<file path="config.mk">
export PLATFORM = sky130hd
export DESIGN_NAME = prio_irq_ctrl
export DESIGN_NICKNAME = d
export VERILOG_FILES = /design/src/rtl/pic_pkg.sv /design/src/rtl/pic_edge_hold.sv /design/src/rtl/pic_arbiter.sv /design/src/rtl/prio_irq_ctrl.sv
export SDC_FILE = /design/constraint.sdc
export NUM_CORES = 1
export LEC_CHECK = 0
export BUFFER_PORTS_ARGS = -buffer_cell sky130_fd_sc_hd__buf_2
export CAP_MARGIN = 20
export CORE_UTILIZATION = 30
export DETAILED_ROUTE_END_ITERATION = 8
export PLACE_DENSITY_LB_ADDON = 0.2
export SYNTH_ARGS = -nofsm -noshare
export SYNTH_HDL_FRONTEND = slang
export SYNTH_SLANG_ARGS = --single-unit
export TNS_END_PERCENT = 100
</file>
<file path="constraint.sdc">
create_clock -name clk -period 1.05 [get_ports clk]
set_input_delay 0.1575 -clock clk [delete_from_list [all_inputs] [get_ports clk]]
set_output_delay 0.1575 -clock clk [all_outputs]
set_load 0.02 [all_outputs]
</file>
<file path="src/rtl/pic_pkg.sv">
package pic_pkg;
    localparam int NUM_SRC = 5;
    localparam int NUM_RST = 3;

    typedef enum logic [2:0] {
        SRC_NONE = 3'd0,
        SRC_NMI  = 3'd1,
        SRC_R75  = 3'd2,
        SRC_R65  = 3'd3,
        SRC_R55  = 3'd4,
        SRC_GEN  = 3'd5
    } src_e;
endpackage

</file>
<file path="src/rtl/pic_edge_hold.sv">
// Rising-edge capture with optional level qualification.
module pic_edge_hold #(
    parameter bit LEVEL_QUAL = 1'b0
) (
    input  logic clk,
    input  logic rst_n,
    input  logic req_i,
    input  logic take_i,
    input  logic clr_i,
    output logic pend_o
);
    typedef struct packed {
        logic prev;
        logic pend;
    } hold_t;

    hold_t s_d, s_q;
    logic  qual;

    generate
        if (LEVEL_QUAL) begin : g_level
            assign qual = req_i;
        end else begin : g_edge
            assign qual = 1'b1;
        end
    endgenerate

    always_comb begin
        s_d      = s_q;
        s_d.prev = req_i;
        s_d.pend = ((req_i & ~s_q.prev) | (s_q.pend & ~take_i & ~clr_i)) & qual;
    end

    assign pend_o = s_q.pend & qual;

    always_ff @(posedge clk) begin
        if (!rst_n) s_q <= '0;
        else        s_q <= s_d;
    end

    AST_PEND_FROM_EDGE: assert property (@(posedge clk) disable iff (!rst_n)
        (s_q.pend && !$past(s_q.pend)) |-> ($past(req_i) && !$past(s_q.prev))) else $error("pend without edge");
    AST_GRANT_NEEDS_PEND: assert property (@(posedge clk) disable iff (!rst_n)
        take_i |-> pend_o) else $error("take without pend");
endmodule

</file>
<file path="src/rtl/pic_arbiter.sv">
// Fixed-priority selection; index 0 is highest (non-maskable).
module pic_arbiter
    import pic_pkg::*;
(
    input  logic               eval_i,
    input  logic               ie_i,
    input  logic [NUM_RST-1:0] mask_i,
    input  logic               nmi_ok_i,
    input  logic               l75_i,
    input  logic               r65_i,
    input  logic               r55_i,
    input  logic               gen_i,
    output logic [NUM_SRC-1:0] grant_o
);
    logic [NUM_SRC-1:0] cand;
    logic               taken;

    always_comb begin
        cand[0] = nmi_ok_i;
        cand[1] = l75_i & ~mask_i[2] & ie_i;
        cand[2] = r65_i & ~mask_i[1] & ie_i;
        cand[3] = r55_i & ~mask_i[0] & ie_i;
        cand[4] = gen_i & ie_i;
        grant_o = '0;
        taken   = 1'b0;
        for (int i = 0; i < NUM_SRC; i++) begin
            if (eval_i && cand[i] && !taken) begin
                grant_o[i] = 1'b1;
                taken      = 1'b1;
            end
        end
    end
endmodule

</file>
<file path="src/rtl/prio_irq_ctrl.sv">
module prio_irq_ctrl
    import pic_pkg::*;
#(
    parameter int               VEC_W   = 16,
    parameter logic [VEC_W-1:0] VEC_NMI = 16'h0024,
    parameter logic [VEC_W-1:0] VEC_R75 = 16'h003C,
    parameter logic [VEC_W-1:0] VEC_R65 = 16'h0034,
    parameter logic [VEC_W-1:0] VEC_R55 = 16'h002C,
    parameter logic [VEC_W-1:0] VEC_GEN = 16'h0000
) (
    input  logic               clk,
    input  logic               rst_n,
    input  logic               nmi_i,
    input  logic               rst75_i,
    input  logic               rst65_i,
    input  logic               rst55_i,
    input  logic               gen_i,
    input  logic               boundary_i,
    input  logic               ie_set_i,
    input  logic               ie_clr_i,
    input  logic               mask_wr_i,
    input  logic [2:0]         mask_i,
    input  logic               clr75_i,
    output logic               irq_valid_o,
    output logic [2:0]         irq_src_o,
    output logic [VEC_W-1:0]   irq_vec_o,
    output logic               inta_o
);
    localparam logic [VEC_W-1:0] VEC_TAB [NUM_SRC] = '{VEC_NMI, VEC_R75, VEC_R65, VEC_R55, VEC_GEN};

    typedef struct packed {
        logic               ie;
        logic [NUM_RST-1:0] mask;
        logic               valid;
        src_e               src;
        logic [VEC_W-1:0]   vec;
        logic               inta;
    } ctrl_t;

    ctrl_t              c_d, c_q;
    logic [NUM_SRC-1:0] grant;
    logic               nmi_ok;
    logic               l75;

    pic_edge_hold #(.LEVEL_QUAL(1'b1)) u_nmi_hold (
        .clk    (clk),
        .rst_n  (rst_n),
        .req_i  (nmi_i),
        .take_i (grant[0]),
        .clr_i  (1'b0),
        .pend_o (nmi_ok)
    );

    pic_edge_hold #(.LEVEL_QUAL(1'b0)) u_r75_hold (
        .clk    (clk),
        .rst_n  (rst_n),
        .req_i  (rst75_i),
        .take_i (grant[1]),
        .clr_i  (clr75_i),
        .pend_o (l75)
    );

    pic_arbiter u_arb (
        .eval_i   (boundary_i),
        .ie_i     (c_q.ie),
        .mask_i   (c_q.mask),
        .nmi_ok_i (nmi_ok),
        .l75_i    (l75),
        .r65_i    (rst65_i),
        .r55_i    (rst55_i),
        .gen_i    (gen_i),
        .grant_o  (grant)
    );

    always_comb begin
        c_d       = c_q;
        c_d.valid = |grant;
        c_d.inta  = grant[4];
        c_d.src   = SRC_NONE;
        c_d.vec   = '0;
        for (int i = 0; i < NUM_SRC; i++) begin
            if (grant[i]) begin
                c_d.src = src_e'(3'(i + 1));
                c_d.vec = VEC_TAB[i];
            end
        end
        if (ie_set_i)  c_d.ie = 1'b1;
        if (ie_clr_i)  c_d.ie = 1'b0;
        if (|grant)    c_d.ie = 1'b0;
        if (mask_wr_i) c_d.mask = mask_i;
    end

    always_ff @(posedge clk) begin
        if (!rst_n) begin
            c_q      <= '0;
            c_q.mask <= '1;
            c_q.src  <= SRC_NONE;
        end else begin
            c_q <= c_d;
        end
    end

    assign irq_valid_o = c_q.valid;
    assign irq_src_o   = c_q.src;
    assign irq_vec_o   = c_q.vec;
    assign inta_o      = c_q.inta;

    AST_GRANT_ONEHOT: assert property (@(posedge clk) disable iff (!rst_n)
        $onehot0(grant)) else $error("multiple grants");
    AST_GRANT_AT_BOUNDARY: assert property (@(posedge clk) disable iff (!rst_n)
        (|grant) |-> boundary_i) else $error("grant off boundary");
    AST_VALID_AFTER_BOUNDARY: assert property (@(posedge clk) disable iff (!rst_n)
        irq_valid_o |-> $past(boundary_i)) else $error("valid without boundary");
    AST_IE_OFF_AFTER_ACCEPT: assert property (@(posedge clk) disable iff (!rst_n)
        irq_valid_o |-> !c_q.ie) else $error("enable survived grant");
    AST_MASKABLE_NEEDS_IE: assert property (@(posedge clk) disable iff (!rst_n)
        (irq_valid_o && irq_src_o != SRC_NMI) |-> $past(c_q.ie)) else $error("grant with enable clear");
    AST_INTA_GEN_ONLY: assert property (@(posedge clk) disable iff (!rst_n)
        inta_o |-> (irq_valid_o && irq_src_o == SRC_GEN)) else $error("stray acknowledge");
    AST_R65_MASK_RESPECTED: assert property (@(posedge clk) disable iff (!rst_n)
        (irq_valid_o && irq_src_o == SRC_R65) |-> !$past(c_q.mask[1])) else $error("masked 6.5 granted");
    AST_NMI_NOT_TWICE: assert property (@(posedge clk) disable iff (!rst_n)
        (irq_valid_o && irq_src_o == SRC_NMI) |=> !(irq_valid_o && irq_src_o == SRC_NMI)) else $error("nmi twice");
endmodule

</file>
==> results.txt <==
crit path capture type: flip-flop
total routed wirelength: 1.23 mm
Core Footprint: 2280 µm²
first-pass GRT wire length: 1.80 mm
arrival time at the worst endpoint: 1.19 ns
Yosys top cell area share: 0.405
total of max-cap violations: 0
HP Class: in -> reg
Worst VDD drop: 0.856 mV
sequential fraction of the synthesis area: 0.405
gr ovfl total: 0
Post-synth EDFFs: 0
crit path cell chain: nor2b_2 -> nor3_1 -> a211oi_1
die span in x: 51.7 µm
Fin Setup TNS: 0 ns
Final Cycle Share: 0.938
combinational share of power: 0.148
#FFs+latches synth: 15
gpl congestion: 0.802
Setup crit start kind: flip-flop
placed cell area: 783 µm²
drt drc: 0
Row Count: 17
delay-heaviest family, CP: flip-flops
post-DP HPWL: 962 µm
remaining antenna violation count: 0
clk_lat worst skew: 0.28 ns
most common cell in the synthesized netlist: buf_4
# IOs: 36
number of port buffers: 23
top_reg_cell synth: dfxtp_1
DR pass1 iterations: 4
Wirelength per Cell: 9.57 µm
Clock power frac: 0.291
antenna cells: 0
Hold-fix buffers, CTS: 0
CP Buf/Inv Count: 0
Internal Power: 0.000794 W
area added between synthesis and finish: 10.5%
sw frac: 0.274
Initial Utilization: 0.326
Vias/cell: 4.31
H-tree Lvls: 1
CTS resizes: 0
clk slew on worst S/H paths: 0.09 ns
Post-Syn Area per Cell: 9.05 µm²
1st-iter DRT viols: 5
critical path peak fanout: 4
kind of critical path: reg -> reg
final hold violation count: 0
vias in the first global route: 423
clock buffer count from CTS: 3
Crit path required time: 1.26 ns
Flop pwr share: 0.560
final setup violation count: 0
placed insts: 124
worst-case clock buffer depth: 2
Post-Layout Cell Count: 128
Max Clk Rate: 1.02 GHz
Die Height: 51.7 µm
synthesis warning total: 0
cells after synthesis: 82
antenna violations before repair: 0
Pleak: 0.380 nW
Distinct cells, synth: 28
die area: 2680 µm²
clk_skew: 0.00619 ns
most area-consuming cells after synthesis: dfxtp_1 (40%), buf_4 (20%), nand2_1 (4.6%)
Post-Layout Inst Area: 820 µm²
most common library cells after synthesis: buf_4 (20), dfxtp_1 (15), nand2_1 (9), a21oi_1 (6)
worst hold margin: 0.0786 ns
Final min period: 0.985 ns
Final nets: 116
GRT Total Usage: 0.0940
RSZ-0062 raised after global routing: no
fraction of layout cells with a size suffix above 1: 0.350
Syn Std Cell Area: 742 µm²
number of vias in the routed layout: 552
largest net degree at the start of global routing: 11
asr flop ratio synth: 0
sw power: 0.000299 W
TritonCTS clock tree: built
post-CTS setup buffers: 0
CP max stage delay: 0.36 ns
r2r setup slk: 0.07 ns
root buffer cell: clkbuf_4
Power Dens Cells: 1330 nW/µm²
CP max-delay cell: dfxtp_1
status: finished, final reports clean
clock sink total: 15
Max Slew Vio Count: 0
post-synth top area cell: dfxtp_1
-- sequential cells by signal (all words and copies together) (netlist names) --
register,flops
c_q,4
inta_o,1
irq_src_o,3
irq_valid_o,1
irq_vec_o,2
u_nmi_hold.s_q,2
u_r75_hold.pend_o,1
u_r75_hold.s_q,1
-- cells in the final DEF (no fill, tap or decap), types with 2 or more instances in the layout --
cell | Yosys | layout
a21oi_1 | 6 | 6
clkbuf_4 | 0 | 3
nor2_1 | 2 | 2
dfxtp_2 | 0 | 2
inv_1 | 2 | 2
nand2b_1 | 3 | 3
nor3_1 | 2 | 2
nand2_1 | 9 | 9
nor2b_2 | 2 | 2
conb_1 | 1 | 12
buf_2 | 0 | 23
dfxtp_1 | 15 | 13
mux2i_1 | 3 | 3
-- logic make-up (layout without fill, tap and decap cells) --
logic type / after synthesis / after routing / share of synthesized area
AND/OR/NAND/NOR: 27 / 27 / 0.214
AO/OA/AOI/OAI: 14 / 14 / 0.123
other: 1 / 12 / 0.00505
buffers and inverters: 22 / 29 / 0.212
multiplexers: 3 / 3 / 0.0405
flip-flops: 15 / 15 / 0.405
-- power groups by stage --
stage                     sequential, W  combinational [W]  clock, W
after floorplan                0.000623           0.000149         0
after global placement         0.000624           0.000160         0
after detailed placement       0.000624           0.000160         0
after CTS                      0.000612           0.000161  0.000341
after global routing           0.000616           0.000178  0.000356
final                          0.000613           0.000162  0.000319
-- tightest hold or removal path, cell delays in order --
cell	delay, ns
buf_2	0.07
nand2_1	0.06
inv_1	0.04
-- cell type report --
type / count / area, µm²
tap: 28 / 35.0
multi-input combinational: 56 / 332
clock buffer: 3 / 22.5
inverter: 2 / 7.51
fill: 251 / 1460
sequential: 15 / 303
clock inverter: 1 / 5.00
timing repair buffer: 23 / 115
-- worst paths after layout --
check | start | endpoint | cells past startpoint
setup / recovery | u_r75_hold.pend_o | irq_vec_o[2] | 3
hold / removal | rst75_i | u_r75_hold.s_q[1] | 3
setup reg to reg | u_r75_hold.pend_o | irq_vec_o[2] | 3
hold reg to reg | u_nmi_hold.s_q[1] | u_nmi_hold.s_q[0] | 1
-- layer usage --
metal,part of all wire,vias to the layer above,track usage
li1,-,288,-
met4,0.013,0,0.0405
met2,0.48,21,0.145
met1,0.42,241,0.111
met5,0,-,0
met3,0.083,2,0.0439
-- through the flow --
stage	power [W]	utilization	setup slack, ns
2_1_floorplan	0.000773	-	0.105
3_3_place_gp	0.000783	0.344	0.0610
3_5_place_dp	0.000785	0.344	0.0342
4_1_cts	0.00111	0.356	0.0215
5_1_grt	0.00115	0.360	0.0124
6_report	0.00109	0.360	0.0650
Note: power is estimated with default switching activity, not from simulation.
